### config.mk
export PLATFORM = sky130hd
export DESIGN_NAME = i2cm_bitseq
export DESIGN_NICKNAME = d
export VERILOG_FILES = /design/src/rtl/i2cm_pkg.sv /design/src/rtl/i2cm_tick_gen.sv /design/src/rtl/i2cm_line_mon.sv /design/src/rtl/i2cm_bitseq.sv
export SDC_FILE = /design/constraint.sdc
export NUM_CORES = 1
export LEC_CHECK = 0
export ABC_AREA = 1
export CELL_PAD_IN_SITES_DETAIL_PLACEMENT = 0
export CELL_PAD_IN_SITES_GLOBAL_PLACEMENT = 1
export CORE_ASPECT_RATIO = 1.25
export CORE_MARGIN = 2
export CORE_UTILIZATION = 47
export CTS_BUF_LIST = sky130_fd_sc_hd__clkbuf_4 sky130_fd_sc_hd__clkbuf_8
export DETAILED_ROUTE_END_ITERATION = 16
export DONT_BUFFER_PORTS = 1
export GPL_TIMING_DRIVEN = 0
export HOLD_SLACK_MARGIN = 0.15
export PLACE_DENSITY_LB_ADDON = 0.1
export SETUP_SLACK_MARGIN = 0.1
export SYNTH_ARGS = -nofsm -noshare
export SYNTH_HDL_FRONTEND = slang
export SYNTH_SLANG_ARGS = --single-unit
### constraint.sdc
create_clock -name clk -period 1.8 [get_ports clk]
set_input_delay 0.27 -clock clk [delete_from_list [all_inputs] [get_ports clk]]
set_output_delay 0.27 -clock clk [all_outputs]
set_load 0.02 [all_outputs]
### src/rtl/i2cm_pkg.sv
package i2cm_pkg;
  typedef enum logic [1:0] {
    CMD_START = 2'b00,
    CMD_STOP  = 2'b01,
    CMD_WRITE = 2'b10,
    CMD_READ  = 2'b11
  } cmd_e;

  localparam int unsigned PHASES = 4;
  localparam int unsigned PH_W   = $clog2(PHASES);

  // returns {scl_oe, sda_oe} for a given command and phase (oe=1 pulls low)
  function automatic logic [1:0] phase_drive(cmd_e c, logic [PH_W-1:0] p,
                                             logic b, logic scl_now);
    logic [1:0] r;
    case (c)
      CMD_START: case (p)
        2'd0:    r = {scl_now, 1'b0};
        2'd1:    r = 2'b00;
        2'd2:    r = 2'b01;
        default: r = 2'b11;
      endcase
      CMD_STOP: case (p)
        2'd0:    r = 2'b11;
        2'd1:    r = 2'b01;
        2'd2:    r = 2'b01;
        default: r = 2'b00;
      endcase
      CMD_WRITE: case (p)
        2'd0:    r = {1'b1, ~b};
        2'd1:    r = {1'b0, ~b};
        2'd2:    r = {1'b0, ~b};
        default: r = {1'b1, ~b};
      endcase
      default: case (p)
        2'd0:    r = 2'b10;
        2'd1:    r = 2'b00;
        2'd2:    r = 2'b00;
        default: r = 2'b10;
      endcase
    endcase
    return r;
  endfunction
endpackage

### src/rtl/i2cm_tick_gen.sv
module i2cm_tick_gen #(
  parameter int unsigned PART_W = 8,
  localparam int unsigned DIV_W = 2 * PART_W
) (
  input  logic              clk,
  input  logic              rst,
  input  logic              core_en,
  input  logic              lo_we,
  input  logic              hi_we,
  input  logic [PART_W-1:0] wdata,
  output logic              tick,
  output logic [DIV_W-1:0]  div_q
);
  logic [DIV_W-1:0] cnt;

  always_ff @(posedge clk) begin
    if (rst) begin
      div_q <= '1;
      cnt   <= '0;
      tick  <= 1'b0;
    end else if (!core_en) begin
      if (lo_we) div_q[PART_W-1:0]     <= wdata;
      if (hi_we) div_q[DIV_W-1:PART_W] <= wdata;
      cnt  <= '0;
      tick <= 1'b0;
    end else if (cnt == div_q) begin
      cnt  <= '0;
      tick <= 1'b1;
    end else begin
      cnt  <= cnt + 1'b1;
      tick <= 1'b0;
    end
  end
endmodule

### src/rtl/i2cm_line_mon.sv
module i2cm_line_mon #(
  parameter int unsigned STAGES = 2
) (
  input  logic clk,
  input  logic rst,
  input  logic scl_i,
  input  logic sda_i,
  output logic scl_s,
  output logic sda_s,
  output logic bus_busy
);
  logic [STAGES-1:0] scl_ff, sda_ff;
  logic sda_d, scl_d;
  logic start_seen, stop_seen;

  always_ff @(posedge clk) begin
    if (rst) begin
      scl_ff <= '1;
      sda_ff <= '1;
      scl_d  <= 1'b1;
      sda_d  <= 1'b1;
    end else begin
      scl_ff <= {scl_ff[STAGES-2:0], scl_i};
      sda_ff <= {sda_ff[STAGES-2:0], sda_i};
      scl_d  <= scl_s;
      sda_d  <= sda_s;
    end
  end

  assign scl_s = scl_ff[STAGES-1];
  assign sda_s = sda_ff[STAGES-1];

  assign start_seen = scl_s && scl_d && sda_d && !sda_s;
  assign stop_seen  = scl_s && scl_d && !sda_d && sda_s;

  always_ff @(posedge clk) begin
    if (rst)             bus_busy <= 1'b0;
    else if (start_seen) bus_busy <= 1'b1;
    else if (stop_seen)  bus_busy <= 1'b0;
  end
endmodule

### src/rtl/i2cm_bitseq.sv
module i2cm_bitseq
  import i2cm_pkg::*;
#(
  parameter int unsigned PART_W      = 8,
  parameter int unsigned SYNC_STAGES = 2,
  localparam int unsigned DIV_W      = 2 * PART_W
) (
  input  logic              clk,
  input  logic              rst,
  input  logic              core_en,
  input  logic              div_lo_we,
  input  logic              div_hi_we,
  input  logic [PART_W-1:0] div_wdata,
  input  logic              cmd_valid,
  input  logic [1:0]        cmd_code,
  input  logic              cmd_bit,
  output logic              done,
  output logic              rx_bit,
  output logic              bus_busy,
  input  logic              scl_i,
  input  logic              sda_i,
  output logic              scl_oe,
  output logic              sda_oe
);
  logic             tick;
  logic [DIV_W-1:0] div_q;
  logic             scl_s, sda_s;

  i2cm_tick_gen #(.PART_W(PART_W)) u_tick (
    .clk(clk), .rst(rst), .core_en(core_en),
    .lo_we(div_lo_we), .hi_we(div_hi_we), .wdata(div_wdata),
    .tick(tick), .div_q(div_q)
  );

  i2cm_line_mon #(.STAGES(SYNC_STAGES)) u_mon (
    .clk(clk), .rst(rst), .scl_i(scl_i), .sda_i(sda_i),
    .scl_s(scl_s), .sda_s(sda_s), .bus_busy(bus_busy)
  );

  logic            act_q;
  logic [PH_W-1:0] ph_q;
  cmd_e            cmd_q;
  logic            bit_q;
  logic            accept, stall, step;
  logic [1:0]      drv_first, drv_next;

  assign accept = !act_q && cmd_valid && core_en;
  assign stall  = (ph_q == PH_W'(1)) && !scl_s;
  assign step   = act_q && tick && !stall;

  assign drv_first = phase_drive(cmd_e'(cmd_code), '0, cmd_bit, scl_oe);
  assign drv_next  = phase_drive(cmd_q, ph_q + 1'b1, bit_q, scl_oe);

  always_ff @(posedge clk) begin
    if (rst) begin
      act_q  <= 1'b0;
      ph_q   <= '0;
      cmd_q  <= CMD_START;
      bit_q  <= 1'b0;
      scl_oe <= 1'b0;
      sda_oe <= 1'b0;
      done   <= 1'b0;
      rx_bit <= 1'b0;
    end else begin
      done <= 1'b0;
      if (accept) begin
        act_q  <= 1'b1;
        ph_q   <= '0;
        cmd_q  <= cmd_e'(cmd_code);
        bit_q  <= cmd_bit;
        scl_oe <= drv_first[1];
        sda_oe <= drv_first[0];
      end else if (step) begin
        if (ph_q == PH_W'(PHASES - 1)) begin
          act_q <= 1'b0;
          done  <= 1'b1;
        end else begin
          ph_q   <= ph_q + 1'b1;
          scl_oe <= drv_next[1];
          sda_oe <= drv_next[0];
          if (ph_q == PH_W'(2) && cmd_q == CMD_READ) rx_bit <= sda_s;
        end
      end
    end
  end
endmodule

==> results of run 1 <==
==> flip-flops by register name, summed over array words and instances, names as in the netlist <==
signal / count
rx_bit: 1
u_mon.sda_ff: 2
u_tick.cnt: 16
ph_q: 2
cmd_q: 2
u_tick.tick: 1
done: 1
u_mon.sda_d: 1
u_mon.bus_busy: 1
u_mon.scl_ff: 2
u_mon.scl_d: 1
u_tick.div_q: 16
scl_oe: 1
sda_oe: 1
bit_q: 1
act_q: 1
==> how the worst min path moves through the flow <==
stage | from | endpoint | slack (ns) | cells after the start
6_report | core_en | act_q | 0.23 | 2
2_1_floorplan | scl_i | u_mon.scl_ff[0] | 0.37 | 1
3_3_place_gp | sda_i | u_mon.sda_ff[0] | 0.38 | 1
5_1_grt | core_en | act_q | 0.23 | 2
4_1_cts | core_en | act_q | 0.23 | 2
3_5_place_dp | sda_i | u_mon.sda_ff[0] | 0.38 | 1
==> cell usage in the layout (no fill, tap or decap), types with 2 or more instances in the layout <==
| cell | netlist | final |
|---|---|---|
| nand2_1 | 103 | 103 |
| dfxtp_1 | 50 | 50 |
| inv_1 | 47 | 47 |
| nor2_1 | 44 | 44 |
| nand3_1 | 16 | 16 |
| o211ai_1 | 15 | 15 |
| dlygate4sd3_1 | 0 | 13 |
| xor2_1 | 12 | 12 |
| nor2_2 | 11 | 11 |
| o21ai_0 | 9 | 9 |
| a21oi_1 | 6 | 6 |
| ha_1 | 5 | 5 |
| clkbuf_8 | 0 | 5 |
| or2_2 | 4 | 4 |
| inv_2 | 4 | 4 |
| nor3_1 | 4 | 4 |
| buf_2 | 3 | 3 |
| nand4_1 | 3 | 3 |
| clkbuf_1 | 2 | 2 |
| nand2_2 | 2 | 2 |
| xnor2_1 | 2 | 2 |
| bufinv_16 | 0 | 2 |
==> routing by layer <==
layer  routed length, um  vias to the layer above  track usage [%]
met5                   0                        -                0
met4                  68                        0             6.73
met3                 130                        6             4.18
met2                2680                       22             35.9
met1                2390                      914             24.1
li1                    -                     1103                -
==> report_power, final <==
group	internal (mW)	total (mW)	switching, mW
sequential	1.15	1.18	0.0303
combinational	0.0768	0.185	0.108
clock	0.557	0.947	0.390
==> area by class of cell <==
class	instances	area share, %
Sequential cell	50	36.3
Multi-Input combinational cell	239	42.7
Clock buffer	5	2.50
Timing Repair Buffer	13	4.72
Buffer	6	1.54
Inverter	51	6.95
Clock inverter	3	2.50
Tap cell	62	2.81
==> cells by family (layout without fill, tap and decap cells) <==
kind of cell,after synthesis,in the layout,share of synthesized area (%)
xor gates and xnor gates,14,14,5.09
adders and majority gates,5,5,2.59
and+or+nand+nor,189,189,33.0
DFF,50,50,41.5
AOI/OAI and AO/OA,31,31,8.10
buffers and inverters,57,78,9.70
==> repair_timing <==
action	4_1_cts	5_1_grt
setup endpoints to repair	0	0
hold buffers	13	0
gates resized for setup	0	0
hold endpoints to repair	21	0
==> results.toml, run 1 <==
[timing]
rsz0062_at_grt = "false"
fin_crit_sh_pct = 87.1
maxSlewViolCount = 0
final.setup.tns_ns = 0
max_freq_mhz = 638
hold_violations = 0
tightest_slew_ns = 0.592
timing.hold.ws_ns = 0.230
setup_viol = 0
clock_skew_ns = 0.00399
period_needed_ns = 1.57
setup_ws_ns = 0.232
relSlewSlack_pct = 60.5

[drt]
drt_iter0_drc = 58
vias = 2045
first_pass_iters = 5
drt-total-wl_mm = 5.26
wl_per_cell_um = 12.3
drcViolationCount = 0
viasPerCell = 4.77
drtAntennaViolNets = 0

[worst_setup_path]
cp.arrival_ns = 1.78
worstRegToRegCells = 8
endpoint = "rx_bit"
worstPathBufferInverterCount = 1
reg2reg_to = "rx_bit"
crit_required_ns = 2.01
cp_cell_sequence = "inv_1 -> ha_1 -> nand2_1 -> nand4_1 -> nor3_1 -> nand2_1 -> nand2_1 -> nor2_1"
crit_type = "flop to flop"
cp_top_family = "simple AND/OR/NAND/NOR gates"
timing.rr.start = "ph_q[1]"
cp-startpoint = "ph_q[1]"
cpMostUsedCell = "nand2_1"
endpoint_kind = "flop"
slowest_delay_ns = 0.40
worst-path-stages = 8
slowest_stage = "dfxtp_1"
rrSetupSlack_ns = 0.23
cp-start-kind = "flop"
path_max_fanout = 6

[synthesis]
synth.top_cell.area_share_pct = 41.5
yosysMostFrequentCell = "nand2_1"
synth_area_leaders = "dfxtp_1, nand2_1, inv_1"
syn_avg_cell_area_sq_um = 6.97
async_flop_share_pct = 0
synth_area_sq_um = 2410
postSynthCellCount = 346
ys_top_cells_by_count = "nand2_1, dfxtp_1, inv_1, nor2_1, nand3_1"
synth-edff-count = 0
post-synth-top-area-cell = "dfxtp_1"
ys_ff_latch = 50
synth_nets = 370
synth_warnings = 0
synth_seq_area_share_pct = 41.5
ys.flop_type = "dfxtp_1"
synth.distinct_cells = 23

[grt]
grt-ovfl-total = 0
grt_pass1_wl_mm = 8.75
grt_max_degree = 17
grt_pass1_vias = 1926
track_usage_pct = 20.5
antenna_found_initial = 0

[placement]
place_inst = 408
dp_hpwl_mm = 3.97
gp_congestion = 0.790
dp_slack_ns = 0.192
dpl-instance-area_sq_um = 2490
numPortBuffers = 0

[clock_network]
clkTransAtPathRegs_ns = 0.09
cts.sinks = 50
htree_num_levels = 2
clock-root-buffer = "clkbuf_8"
worstSkewPairLatency_ns = 0.30
clk_path_buf_depth = 2
post_cts_buffers = 0
cts_buffers = 5
cts_tree = "built"

[finish]
multi_input_area_sq_um = 1180
ff_latch_area_sq_um = 1000
diodes = 0
fillCellCount = 508
drive_gt1_share_pct = 9.26
design_area_sq_um = 2760
area_growth_pct = 14.3
nNetsFinal = 390
layoutNonFillerInstCount = 429
final_util_pct = 55.0

[die]
initial_core_util_pct = 48.2
die-area_sq_um = 5720
ios = 24
fp.dieW_um = 68.1
fp.coreArea_sq_um = 5010
die_h_um = 84.1
num_rows = 29

[power_and_ir_drop]
powerDensity_nw_per_um2 = 838
power_leakage_nw = 1.21
max-vdd-ir-drop_mv = 0.505
power.total_mw = 2.31

[hold_path]
hold_path.class = "input pin to flop"

[flow_run]
max_cap_violations = 0

[outcome]
status = "completed"
Power figures use the tool's default switching activity.
==> run 2, diff against run 1 <==
--- a/config.mk
+++ b/config.mk
@@ -6,17 +6,15 @@
 export NUM_CORES = 1
 export LEC_CHECK = 0
 export ABC_AREA = 1
-export CELL_PAD_IN_SITES_DETAIL_PLACEMENT = 0
-export CELL_PAD_IN_SITES_GLOBAL_PLACEMENT = 1
 export CORE_ASPECT_RATIO = 1.25
 export CORE_MARGIN = 2
-export CORE_UTILIZATION = 47
+export CORE_UTILIZATION = 52
 export CTS_BUF_LIST = sky130_fd_sc_hd__clkbuf_4 sky130_fd_sc_hd__clkbuf_8
 export DETAILED_ROUTE_END_ITERATION = 16
 export DONT_BUFFER_PORTS = 1
 export GPL_TIMING_DRIVEN = 0
 export HOLD_SLACK_MARGIN = 0.15
-export PLACE_DENSITY_LB_ADDON = 0.1
+export PLACE_DENSITY = 0.67
 export SETUP_SLACK_MARGIN = 0.1
 export SYNTH_ARGS = -nofsm -noshare
 export SYNTH_HDL_FRONTEND = slang
==> run 2 against run 1 <==
  * Worst setup slack gained 0.084 ns
  * Sequential power is essentially flat
  * Power shrank 12%
  * Via count shrank 0.49%
  * Combinational power is essentially flat
  * Sequential cell count is the same
  * Critical path type unchanged
  * Largest power group unchanged
==> results.toml, run 2 (synthesized netlist as in run 1, its figures left out) <==
[worst_setup_path]
cp-start-kind = "flop"
worstRegToRegCells = 7
cp.arrival_ns = 1.69
timing.rr.start = "u_tick.cnt[1]"
rrSetupSlack_ns = 0.32
crit_type = "flop to flop"
endpoint_kind = "flop"
cp-startpoint = "u_tick.cnt[1]"
crit_required_ns = 2.01
endpoint = "u_tick.cnt[14]"
reg2reg_to = "u_tick.cnt[14]"
path_max_fanout = 5

[timing]
maxSlewViolCount = 0
period_needed_ns = 1.48
clock_skew_ns = 0.0116
fin_crit_sh_pct = 82.4
max_freq_mhz = 674
setup_viol = 0
relSlewSlack_pct = 60.9
hold_violations = 0
setup_ws_ns = 0.316
tightest_slew_ns = 0.586
rsz0062_at_grt = "false"
final.setup.tns_ns = 0

[grt]
grt_max_degree = 18
track_usage_pct = 21.9
antenna_found_initial = 0
grt_pass1_vias = 1987
grt_pass1_wl_mm = 8.71
grt-ovfl-total = 0

[drt]
first_pass_iters = 4
wl_per_cell_um = 12.0
drt_iter0_drc = 56
drt-total-wl_mm = 5.08
vias = 2035
drtAntennaViolNets = 0
viasPerCell = 4.79
drcViolationCount = 0

[power_and_ir_drop]
powerDensity_nw_per_um2 = 753
power.total_mw = 2.04
seqPwrFrac_pct = 57.6
max-vdd-ir-drop_mv = 0.445
p_int_mw = 1.50
power_leakage_nw = 1.18
combPwrFrac_pct = 9.0
p_sw_uw = 538
switching_share_pct = 26.3
pwr-share-clk_pct = 33.4

[finish]
multi_input_area_sq_um = 1180
layout_common_cells = "nand2_1, dfxtp_1, inv_1, nor2_1, nand3_1"
reg_top3 = "u_tick.cnt (16), u_tick.div_q (16)"
area_growth_pct = 12.5
diodes = 0
drive_gt1_share_pct = 9.54
nNetsFinal = 390
ff_latch_area_sq_um = 1000
final_common_cell = "nand2_1"
final_util_pct = 61.3
fillCellCount = 428
design_area_sq_um = 2710

[die]
fp.coreArea_sq_um = 4430
initial_core_util_pct = 54.5
fp.dieW_um = 64.9
die_h_um = 80.1
num_rows = 27
ios = 24
die-area_sq_um = 5200

[clock_network]
worstSkewPairLatency_ns = 0.31
cts_buffers = 5
cts.sinks = 50
clk_path_buf_depth = 2
clock-root-buffer = "clkbuf_8"
clkTransAtPathRegs_ns = 0.10
htree_num_levels = 2
cts_tree = "built"

[placement]
dp_slack_ns = 0.230
gp_congestion = 0.849
dpl-instance-area_sq_um = 2480
numPortBuffers = 0
dp_hpwl_mm = 3.83

[hold_path]
hold_path.class = "input pin to flop"

[outcome]
status = "completed"

[flow_run]
max_cap_violations = 0
[run 2: through the flow]
step,hold WS (ns),cells
4_1_cts,0.202,425
6_report,0.211,425
3_3_place_gp,0.375,404
3_5_place_dp,0.377,404
2_1_floorplan,0.374,346
5_1_grt,0.224,425
[run 2: power groups by stage]
stage          combinational [mW]  sequential (mW)  clock (mW)
4_1_cts                     0.186             1.18       0.707
3_3_place_gp                0.158             1.20           0
2_1_floorplan               0.127             1.20           0
3_5_place_dp                0.160             1.20           0
5_1_grt                     0.213             1.18       0.756
6_report                    0.184             1.18       0.681
[run 2: final cells by class]
class / count / share of cell area [%]
multi-input combinational: 239 / 43.5
sequential: 50 / 36.9
inverter: 51 / 7.06
timing repair buffer: 13 / 4.80
tap: 58 / 2.68
clock buffer: 5 / 2.54
buffer: 6 / 1.57
clock inverter: 3 / 0.923
[run 2: routing by layer]
metal  GRT usage [%]  routed length [um]
met5               0                   0
met4            8.30                  81
met3            3.92                 124
met2            41.0                2720
met1            24.2                2160
[run 2: timing repair]
action,in CTS,in global routing
setup endpoints to repair,0,1
setup buffers,0,0
gates resized for setup,0,1
hold endpoints to repair,21,0
hold buffers,13,0
[run 2: critical path: stages, from the launching register on]
cell and delay [ns]:
dfxtp_1 0.41, ha_1 0.21, nand2_1 0.08, nor2_1 0.20
nand2_1 0.12, nor2_1 0.15, xor2_1 0.18, nor2_2 0.05
[run 2: worst min path at each step]
stage / from / endpoint / slack [ns] / depth (start not counted)
final: core_en / act_q / 0.21 / 2
after detailed placement: sda_i / u_mon.sda_ff[0] / 0.38 / 1
after floorplan: scl_i / u_mon.scl_ff[0] / 0.37 / 1
after global routing: core_en / act_q / 0.22 / 2
after CTS: core_en / act_q / 0.20 / 2
after global placement: sda_i / u_mon.sda_ff[0] / 0.38 / 1
==> run 3, diff against run 2 <==
==> constraint.sdc (replaced) <==
create_clock -name clk -period 1.5 [get_ports clk]
set_input_delay 0.225 -clock clk [delete_from_list [all_inputs] [get_ports clk]]
set_output_delay 0.225 -clock clk [all_outputs]
set_load 0.02 [all_outputs]
==> run 3 against run 2 <==
  * Final cell count up 1.9%
  * Clock skew about the same
  * Worst setup slack worse by 0.22 ns
  * Global-route usage up 0.12 points
  * Clock power up 20%
  * Sequential share of layout area down 0.36 points
  * Power up 20%
  * Largest cell class unchanged
  * Critical endpoint is now ph_q[0]
  * First-iteration DRC count up 43%
  * Cell area up 4.4%
==> results.toml, run 3 (synthesized netlist as in run 1, its figures left out) <==
[worst_setup_path]
slowest_stage = "dfxtp_2"
path_max_fanout = 4
cp-start-kind = "flop"
cp_top_family = "flip-flops"
cp.arrival_ns = 1.61
worstPathBufferInverterCount = 2
slowest_delay_ns = 0.36
crit_required_ns = 1.70
endpoint_kind = "flop"
cp_cell_sequence = "inv_2 -> ha_1 -> nand2_1 -> nand4_1 -> buf_4 -> o21ai_0 -> a21oi_1"
crit_type = "flop to flop"

[drt]
drcViolationCount = 0
viasPerCell = 4.88
wl_per_cell_um = 12.3
drt_iter0_drc = 80
first_pass_iters = 5
vias = 2111
drtAntennaViolNets = 0
drt-total-wl_mm = 5.31

[timing]
max_freq_mhz = 712
setup_ws_ns = 0.0946
setup_viol = 0
tightest_slew_ns = 0.576
hold_violations = 0
rsz0062_at_grt = "true"
final.setup.tns_ns = 0
maxSlewViolCount = 0
fin_crit_sh_pct = 93.7
relSlewSlack_pct = 61.6
clock_skew_ns = 0.0116
period_needed_ns = 1.41

[die]
fp.dieW_um = 64.9
num_rows = 27
die-area_sq_um = 5200
die_h_um = 80.1
initial_core_util_pct = 54.5
fp.coreArea_sq_um = 4430
ios = 24

[clock_network]
htree_num_levels = 2
cts_buffers = 5
clkTransAtPathRegs_ns = 0.10
cts.sinks = 50
worstSkewPairLatency_ns = 0.31
cts_tree = "built"
clk_path_buf_depth = 2
clock-root-buffer = "clkbuf_8"

[hold_path]
hold_path.class = "input pin to flop"

[placement]
dp_hpwl_mm = 3.83
dp_slack_ns = -0.0700
numPortBuffers = 0
dpl-instance-area_sq_um = 2480
place_inst = 404
gp_congestion = 0.849

[grt]
track_usage_pct = 22.0
antenna_found_initial = 0
grt_pass1_wl_mm = 8.76
grt_pass1_vias = 2010
grt_max_degree = 18
grt-ovfl-total = 0

[power_and_ir_drop]
switching_share_pct = 26.5
combPwrFrac_pct = 9.3
power_leakage_nw = 1.23
p_sw_uw = 651
p_int_mw = 1.80
pwr-share-clk_pct = 33.4
powerDensity_nw_per_um2 = 866
power.total_mw = 2.45
seqPwrFrac_pct = 57.3
max-vdd-ir-drop_mv = 0.550

[finish]
final_common_cell = "nand2_1"
nNetsFinal = 398
reg_top3 = "u_tick.cnt (16), u_tick.div_q (16)"
layout_common_cells = "nand2_1, inv_1, nor2_1, dfxtp_1, nand3_1"
layoutNonFillerInstCount = 433
design_area_sq_um = 2830
area_growth_pct = 17.4
diodes = 0
drive_gt1_share_pct = 18.1

[flow_run]
max_cap_violations = 0

[outcome]
status = "completed"
[run 3: changes by cell type in the layout (fill, tap and decap cells not counted), sizes merged]
cell	previous run	this run
buf	4	12
[run 3: final cells by class]
type / count / area [sq um]
flip-flops and latches: 50 / 1030
plain buffers: 6 / 42.5
fillers: 408 / 1590
repair buffers: 21 / 190
clock inverters: 3 / 25.0
inverters: 51 / 191
well taps: 58 / 72.6
multi-input cells: 239 / 1210
clock buffers: 5 / 68.8
[run 3: per-stage QoR]
stage | hold slack, ns | utilization [%]
2_1_floorplan | 0.329 | -
3_3_place_gp | 0.330 | 56.1
3_5_place_dp | 0.332 | 56.1
4_1_cts | 0.157 | 61.8
5_1_grt | 0.172 | 64.0
6_report | 0.165 | 64.0
[run 3: metal layers]
| metal | share of wire, % | global-route usage, % | vias up | routed length [um] |
|---|---|---|---|---|
| li1 | - | - | 1125 | - |
| met1 | 41 | 24.1 | 938 | 2190 |
| met2 | 53 | 41.1 | 34 | 2830 |
| met3 | 2.9 | 3.92 | 14 | 154 |
| met4 | 2.5 | 9.36 | 0 | 132 |
| met5 | 0 | 0 | - | 0 |
[run 3: what timing repair did]
action	CTS	global route
gates resized for setup	6	26
hold buffers	13	0
buffers inserted	2	6
pin swaps	2	8
hold endpoints to repair	21	0
endpoints found under the setup margin	7	19
[run 3: power by group through the flow]
stage	registers, mW	clock network, mW	logic [mW]
CTS	1.41	0.849	0.224
global placement	1.44	0	0.189
floorplan	1.44	0	0.152
finish	1.41	0.820	0.227
global route	1.41	0.907	0.262
detailed placement	1.44	0	0.192
[run 3: worst paths after layout]
check	depth (start not counted)	slack [ns]	startpoint	end
max reg2reg	7	0.09	ph_q[1]	ph_q[0]
min	2	0.16	core_en	act_q
max	7	0.09	ph_q[1]	ph_q[0]
min reg2reg	1	0.42	u_mon.sda_ff[0]	u_mon.sda_ff[1]
[run 3: worst register-to-register path, cell delays in order (launching register included)]
cell and delay, ns:
dfxtp_2 0.36, inv_2 0.04, ha_1 0.16, nand2_1 0.09, nand4_1 0.19, buf_4 0.21, o21ai_0 0.18, a21oi_1 0.07
